## src/rtl/hostreg_pkg.sv

```systemverilog
package hostreg_pkg;
  localparam int ADDR_W = 3;
  localparam int BYTE_W = 8;
  localparam logic [ADDR_W-1:0] OFS_CTRL = 3'd0;
  localparam logic [ADDR_W-1:0] OFS_CMD  = 3'd1;
  localparam logic [ADDR_W-1:0] OFS_STAT = 3'd2;
  localparam logic [ADDR_W-1:0] OFS_IVEC = 3'd3;
  localparam logic [ADDR_W-1:0] OFS_LANEA = 3'd6;
  localparam logic [ADDR_W-1:0] OFS_LANEB = 3'd7;
  localparam logic [BYTE_W-1:0] IVEC_RST = 8'h0F;

  typedef struct packed {
    logic [4:0] rsvd;
    logic       cmd_busy;
    logic       tx_empty;
    logic       rx_full;
  } stat_t;
endpackage

```

## src/rtl/hostreg_cmd.sv

```systemverilog
module hostreg_cmd #(
  parameter int VEC_W = 7
) (
  input  logic             clk,
  input  logic             rst,
  input  logic             wr_en,
  input  logic [VEC_W:0]   wdata,
  input  logic             ack,
  output logic             pending,
  output logic [VEC_W-1:0] vec
);
  always_ff @(posedge clk) begin
    if (rst) begin
      pending <= 1'b0;
      vec     <= '0;
    end else if (pending) begin
      if (ack) pending <= 1'b0;
    end else if (wr_en) begin
      pending <= wdata[VEC_W];
      vec     <= wdata[VEC_W-1:0];
    end
  end
endmodule

```

## src/rtl/hostreg_xfer.sv

```systemverilog
module hostreg_xfer #(
  parameter int BW = 8
) (
  input  logic          clk,
  input  logic          rst,
  input  logic          little,
  input  logic          wr_a,
  input  logic          wr_b,
  input  logic [BW-1:0] wdata,
  input  logic          rd_b,
  input  logic          core_rd,
  input  logic          core_wr,
  input  logic [2*BW-1:0] core_word,
  output logic [2*BW-1:0] tx_word,
  output logic [BW-1:0] lane_a,
  output logic [BW-1:0] lane_b,
  output logic          tx_empty,
  output logic          rx_full
);
  logic [BW-1:0]   hold_lo, hold_hi;
  logic [2*BW-1:0] rx_word;

  always_ff @(posedge clk) begin
    if (rst) begin
      hold_lo  <= '0;
      hold_hi  <= '0;
      tx_word  <= '0;
      tx_empty <= 1'b1;
    end else begin
      if (wr_a) begin
        if (little) hold_lo <= wdata;
        else        hold_hi <= wdata;
      end
      if (wr_b) begin
        tx_word  <= little ? {wdata, hold_lo} : {hold_hi, wdata};
        tx_empty <= 1'b0;
      end else if (core_rd) begin
        tx_empty <= 1'b1;
      end
    end
  end

  always_ff @(posedge clk) begin
    if (rst) begin
      rx_word <= '0;
      rx_full <= 1'b0;
    end else if (core_wr) begin
      rx_word <= core_word;
      rx_full <= 1'b1;
    end else if (rd_b) begin
      rx_full <= 1'b0;
    end
  end

  assign lane_a = little ? rx_word[BW-1:0] : rx_word[2*BW-1:BW];
  assign lane_b = little ? rx_word[2*BW-1:BW] : rx_word[BW-1:0];
endmodule

```

## src/rtl/hostreg_port.sv

```systemverilog
module hostreg_port
  import hostreg_pkg::*;
#(
  parameter int VEC_W = 7,
  localparam int WORD_W = 2 * BYTE_W
) (
  input  logic              clk,
  input  logic              rst,
  input  logic              stop_i,
  input  logic              hcs_i,
  input  logic              hrd_i,
  input  logic              hwr_i,
  input  logic [ADDR_W-1:0] haddr_i,
  input  logic [BYTE_W-1:0] hdin_i,
  output logic [BYTE_W-1:0] hdout_o,
  output logic              hreq_o,
  output logic              hack_o,
  output logic              core_irq_o,
  output logic [VEC_W-1:0]  core_vec_o,
  input  logic              core_ack_i,
  output logic [WORD_W-1:0] core_tx_word_o,
  input  logic              core_rx_rd_i,
  input  logic              core_tx_wr_i,
  input  logic [WORD_W-1:0] core_tx_word_i
);
  logic              acc, wr_en, rd_en;
  logic [BYTE_W-1:0] ctrl_q, ivec_q, rdata;
  logic [BYTE_W-1:0] lane_a, lane_b;
  logic              tx_empty, rx_full;
  stat_t             stat;

  assign acc   = hcs_i & ~stop_i;
  assign wr_en = acc & hwr_i;
  assign rd_en = acc & hrd_i & ~hwr_i;

  always_ff @(posedge clk) begin
    if (rst) begin
      ctrl_q <= '0;
      ivec_q <= IVEC_RST;
    end else if (wr_en) begin
      if (haddr_i == OFS_CTRL) ctrl_q <= hdin_i;
      if (haddr_i == OFS_IVEC) ivec_q <= hdin_i;
    end
  end

  hostreg_cmd #(.VEC_W(VEC_W)) u_cmd (
    .clk     (clk),
    .rst     (rst),
    .wr_en   (wr_en && haddr_i == OFS_CMD),
    .wdata   (hdin_i[VEC_W:0]),
    .ack     (core_ack_i),
    .pending (core_irq_o),
    .vec     (core_vec_o)
  );

  hostreg_xfer #(.BW(BYTE_W)) u_xfer (
    .clk       (clk),
    .rst       (rst),
    .little    (ctrl_q[0]),
    .wr_a      (wr_en && haddr_i == OFS_LANEA),
    .wr_b      (wr_en && haddr_i == OFS_LANEB),
    .wdata     (hdin_i),
    .rd_b      (rd_en && haddr_i == OFS_LANEB),
    .core_rd   (core_rx_rd_i),
    .core_wr   (core_tx_wr_i),
    .core_word (core_tx_word_i),
    .tx_word   (core_tx_word_o),
    .lane_a    (lane_a),
    .lane_b    (lane_b),
    .tx_empty  (tx_empty),
    .rx_full   (rx_full)
  );

  assign hreq_o = tx_empty;
  assign hack_o = rx_full;

  always_comb begin
    stat          = '0;
    stat.cmd_busy = core_irq_o;
    stat.tx_empty = tx_empty;
    stat.rx_full  = rx_full;
  end

  always_comb begin
    unique case (haddr_i)
      OFS_CTRL:  rdata = ctrl_q;
      OFS_CMD:   rdata = {{(BYTE_W-VEC_W-1){1'b0}}, core_irq_o, core_vec_o};
      OFS_STAT:  rdata = stat;
      OFS_IVEC:  rdata = ivec_q;
      OFS_LANEA: rdata = lane_a;
      OFS_LANEB: rdata = lane_b;
      default:   rdata = '0;
    endcase
  end

  always_ff @(posedge clk) begin
    if (rst)        hdout_o <= '0;
    else if (rd_en) hdout_o <= rdata;
  end
endmodule

```

## config.mk

```make
export PLATFORM = sky130hd
export DESIGN_NAME = hostreg_port
export DESIGN_NICKNAME = d
export VERILOG_FILES = /design/src/rtl/hostreg_pkg.sv /design/src/rtl/hostreg_cmd.sv /design/src/rtl/hostreg_xfer.sv /design/src/rtl/hostreg_port.sv
export SDC_FILE = /design/constraint.sdc
export NUM_CORES = 1
export LEC_CHECK = 0
export BUFFER_PORTS_ARGS = -buffer_cell sky130_fd_sc_hd__buf_2
export CORE_UTILIZATION = 23
export DETAILED_ROUTE_END_ITERATION = 8
export PLACE_DENSITY = 0.46
export SYNTH_ARGS = -nofsm -noshare
export SYNTH_HDL_FRONTEND = slang
export SYNTH_SLANG_ARGS = --single-unit
```

## constraint.sdc

```tcl
create_clock -name clk -period 2.8 [get_ports clk]
set_clock_uncertainty 0.15 [all_clocks]
set_input_delay 0.56 -clock clk [delete_from_list [all_inputs] [get_ports clk]]
set_output_delay 0.56 -clock clk [all_outputs]
set_load 0.01 [all_outputs]
```

* Word-level counts from Yosys, hierarchy flattened *
Cells that the tools add are included.

operators by class
  reductions and logical operators = 12
  bitwise logic cells = 8
  multiplexer cells = 11
  eq/ne operators = 5

operators by type and width
  operator                                       number
  case mux 8 bit (6 select lines)                1
  2-to-1 mux 16 bit                              1
  2-to-1 mux 8 bit                               2
  AND reduction 2 bit                            5
  2-to-1 mux 1 bit                               7
  == test 3 x 2 -> 1 bit, second input constant  2
  == test 3 bit, second input constant           2
  bitwise AND 1 bit                              4
  logical AND 1 bit                              4
  NOT 1 bit                                      4
  nonzero test 2 bit                             2
  == test 3 x 1 -> 1 bit, second input constant  1
  logical NOT 3 bit                              1

storage, ports and cells
  output and inout bits = 34
  input port bits = 36
  register bits after elaboration = 82
  word-level logic and storage cells = 47

* Longest topological paths before layout *
  word-level depth = 7
  mapped depth = 7
  depth with buffers taken out = 4

* By module *
A second synthesis with hierarchy kept.

second synthesis, totals
  cells, all modules = 385
  area, all modules = 3779.9 sq um

modules (own cells, without submodules)
  module        times used  seq. area each (sq um)  area each (sq um)  cells an instance
  hostreg_xfer  1           1001.0                  2138.3             212
  hostreg_port  1           480.5                   1282.5             139
  hostreg_cmd   1           160.2                   359.1              34

* Worst setup path after synthesis *
Ideal clock, no wire load.

  path kind = input port to flip-flop
  from = input haddr_i[0]
  to = register u_xfer.hold_hi[0]
  data arrival time = 1640 ps
  data required time = 2522 ps
  stages = 5
  setup time = 128 ps
  setup slack = 882 ps
  path through = buf_6 > buf_6 > nor4_4 > mux2i_1 > nor2_1

between the ends
  cells in the longest elaborated chain, start to end = 3

ends and longest elaborated chain
  element                        line                RTL
  start, declared                hostreg_port.sv:13  input logic [ADDR_W-1:0] haddr_i,
  == test 3 bit                  hostreg_port.sv:60  .wr_a (wr_en && haddr_i == OFS_LANEA),
  logical AND 1 bit              hostreg_port.sv:60
  AND reduction 2 bit (no line)  n/a
  end signal, assigned           hostreg_xfer.sv:32  else hold_hi <= wdata;
  end, declared                  hostreg_xfer.sv:20  logic [BW-1:0] hold_lo, hold_hi;

No other way between the ends.
A chain may end at the register's enable or synchronous reset.

* Worst setup path after layout *
  from = input haddr_i[0]
  to = register u_cmd.vec[0]

between the ends
  cells in the longest elaborated chain, start to end = 3

ends and longest elaborated chain
  element                        line                RTL
  == test 3 x 1 -> 1 bit         hostreg_port.sv:49  .wr_en (wr_en && haddr_i == OFS_CMD),
  logical AND 1 bit              hostreg_port.sv:49
  AND reduction 2 bit (no line)  n/a
  end signal, assigned           hostreg_cmd.sv:20   vec <= wdata[VEC_W-1:0];
  end, declared                  hostreg_cmd.sv:10   output logic [VEC_W-1:0] vec

No other way between the ends.

==> results.tsv <==
stage	metric	value	unit
final_layout	fin nets	437	
route	Via-to-Cell Ratio	4.45	
die	io pins	70	
global_routing	first-pass GRT wire length	13900	µm
sta	setup_tns	0	ns
final_layout	Filler cells	1503	
sta	RSZ-0062 raised after global routing	false	
critical_path	Arr. time, crit path	2.07	ns
route	Pre-antenna DRT Iters	8	
clock_network	Post-CTS Hold Buffers	0	
outcome	status	finished with violations	
critical_path	Critical Path RT	2.86	ns
sta	worst setup margin	0.796	ns
global_routing	largest net degree at the start of global routing	34	
power_and_ir_drop	VDD IR-drop max	0.000275	V
clock_network	Clock Latency Late Sink	0.33	ns
sta	Max Clk Rate	0.499	GHz
worst_hold_path	hold endpoint	u_xfer.rx_word[0]	
sta	# setup viols final	0	
final_layout	# diodes	0	
route	DRC	3	
final_layout	layout cell share with drive strength beyond 1	24.6	%
critical_path	FF-to-FF path depth	3	
sta	Fin. Hold Viols	0	
final_layout	final instance count without filler cells	590	
clock_network	Clock Pin Slew Worst Setup and Hold Paths	0.06	ns
synthesis	ranking of synthesized cells by area	dfxtp_1, mux2i_1, nor2_1	
clock_network	Root Buffer Master	clkbuf_16	
global_routing	total gr overflow	0	
placed_design	worst slack at placement	0.452	ns
global_routing	Total GRT Usage	11.5	%
critical_path	type of origin of the critical path	input pin	
worst_hold_path	hold path start	core_tx_word_i[0]	
worst_hold_path	Hold Path Depth	3	
placed_design	Placed Cells	574	
sta	Worst-Margin Slew	0.527	ns
route	DRT Wirelength	8670	µm
synthesis	register area share after synthesis	47.0	%
synthesis	YS warnings	0	
synthesis	synth unique cells	40	
die	Initial Utilization	23.8	%
sta	Slew headroom	64.9	%
clock_network	total CTS buffers	9	
route	Wirelength per Cell	14.7	µm
clock_network	Post-CTS Resized	0	
global_routing	initial antenna violation count	0	
critical_path	reg-to-reg critical path endpoint	u_xfer.hold_lo[5]	
synthesis	top cell type's share of synthesized area	47.0	%
synthesis	Yosys top cell by area	dfxtp_1	
critical_path	CP max FO	16	
die	CORE AREA	14700	µm²
global_routing	met2 usage	18.1	%
critical_path	Crit. End Element	flop	
job	number of max-cap violations	0	
sta	period utilization	71.6	%
critical_path	critical path type	input pin to flop	
clock_network	clock sinks	82	
clock_network	CTS tree	built	
clock_network	H-tree depth	3	
route	Detailed Route Iter0 Violations	161	
die	Die Y-Extent	125	µm
global_routing	met1 Use GR	14.1	%
clock_network	post-CTS setup buffers	0	
route	DR vias	2627	
synthesis	Cell Area, Synth	3490	µm²
final_layout	P&R area growth vs syn	24.0	%
synthesis	Yosys reg bits	82	
critical_path	r2r startpoint	ctrl_q[0]	
die	Die Area	15700	µm²
global_routing	vias in the first global route	2592	
sta	Final Slew Violations	0	
placed_design	I/O Buffers	69	
placed_design	gp weighted congestion	0.729	
power_and_ir_drop	Cell Pwr Density	622	nW/µm²
synthesis	Post-Synthesis Cells	339	
die	die width	125	µm
die	row count	44	
critical_path	Reg2Reg Setup Slack	0.86	ns
sta	fin crit period	2.00	ns
placed_design	HPWL Detailed	6280	µm
worst_hold_path	Worst Hold Class	input pin to flop	
global_routing	GRT Max-Usage Layer	met2	
route	post-route ant nets	0	
clock_network	Clock Tree Buf Depth	2	
global_routing	met3 GRT Util	4.58	%
synthesis	Avg Inst Size Synth	10.3	µm²
power_and_ir_drop	Leakage	1.89	nW
synthesis	Post-Syn Nets	375	
outcome	failing checks	design-rule violations	
## logic make-up (layout without fill, tap and decap cells)
family                 count (synthesis)  count (layout)  share of synthesized area (%)
multiplexers                          84              84                           25.0
buffers and inverters                 29              96                           4.05
flip-flops                            82              82                           47.0
AND/OR/NAND/NOR                      101             101                           13.6
AO/OA/AOI/OAI                         42              42                           9.60
XOR/XNOR                               1               1                          0.788
## critical path, cell delays in order
cell,delay [ns]
buf_2,0.34
nor3b_1,0.29
or3b_1,0.60
mux2i_1,0.23
nor2_1,0.05
## report_power, final
group / total [mW] / internal (mW) / leakage [nW] / switching [mW]
logic: 0.170 / 0.0721 / 1.06 / 0.0979
clock network: 1.32 / 0.866 / 0.166 / 0.458
registers: 1.20 / 1.19 / 0.665 / 0.0127
total: 2.70 / 2.13 / 1.89 / 0.569
## cell usage in the layout, fill, tap and decap left out, types with 2 or more instances in the layout
cell       instances
clkbuf_16          9
inv_1              3
a221o_1            6
nand2_1            2
bufinv_16          3
clkinv_2           3
dfxtp_1           82
nor2b_1            4
o21ai_0            2
buf_4              8
a211oi_1          19
a211o_1            4
nor2_1            79
buf_2             69
nand2b_1           2
mux4_2             2
a22o_1             5
mux2_1             4
nor3_1             2
mux2i_1           77
## registers in the layout, summed over array words and instances, names as in the netlist
register and flops:
u_xfer.rx_word 16, u_xfer.tx_word 16, ctrl_q 8, hdout_o 8, ivec_q 8, u_xfer.hold_hi 8
u_xfer.hold_lo 8, u_cmd.vec 7, u_cmd.pending 1, u_xfer.rx_full 1, u_xfer.tx_empty 1
## per-layer routing
layer	wire [µm]	part of all wire (%)
met5	0	0
met4	178	2.1
met3	507	5.8
met2	4100	47
met1	3890	45
## per-stage QoR
step	total power, mW	hold WS (ns)	instance area, µm²	util, %
floorplan	1.33	0.304	3490	-
global placement	1.40	0.323	4000	27.2
detailed placement	1.40	0.329	4000	27.2
CTS	2.73	0.300	4330	29.5
global route	2.81	0.307	4330	29.5
finish	2.70	0.309	4330	29.5
## worst max path at each step
stage	startpoint	depth (start not counted)	slack, ns	endpoint
global placement	haddr_i[2]	5	0.47	u_xfer.hold_lo[4]
detailed placement	haddr_i[0]	5	0.45	u_cmd.vec[0]
floorplan	haddr_i[0]	5	0.88	u_xfer.hold_hi[0]
CTS	haddr_i[0]	5	0.79	u_cmd.vec[0]
finish	haddr_i[0]	5	0.80	u_cmd.vec[0]
global route	haddr_i[0]	5	0.70	u_cmd.vec[2]
## synth_stat cells
cell type / instances
a22o_1: 5
buf_4: 1
nor2b_1: 4
or4b_1: 1
nor3b_1: 1
a21oi_1: 1
nor3_1: 2
clkbuf_1: 11
mux2i_1: 77
a211oi_1: 19
o22ai_1: 1
a221o_1: 6
dfxtp_1: 82
nand4bb_1: 1
nand3b_1: 1
o21a_1: 1
nand3_1: 1
nor2_2: 1
buf_1: 1
nor2_1: 79
mux2_2: 1
or4_1: 1
nand2_1: 2
nand3b_4: 1
xnor2_4: 1
a211o_1: 4
buf_6: 2
nor4_4: 1
or3b_1: 1
o21ai_0: 2
mux4_2: 2
and4bb_2: 1
or3_1: 1
a221oi_1: 1
nand2b_1: 2
mux2_1: 4
a2bb2oi_1: 1
buf_2: 11
inv_1: 3
o21bai_1: 1
## area by class of cell
cell class	count	area (µm²)	share of cell area [%]
multi-input cells	228	1710	39.5
flip-flops and latches	82	1640	37.9
repair buffers	77	405	9.36
well taps	184	230	5.31
clock buffers	10	229	5.28
clock inverters	6	105	2.43
inverters	3	11.3	0.260
Note: power is estimated with default switching activity, not from simulation.
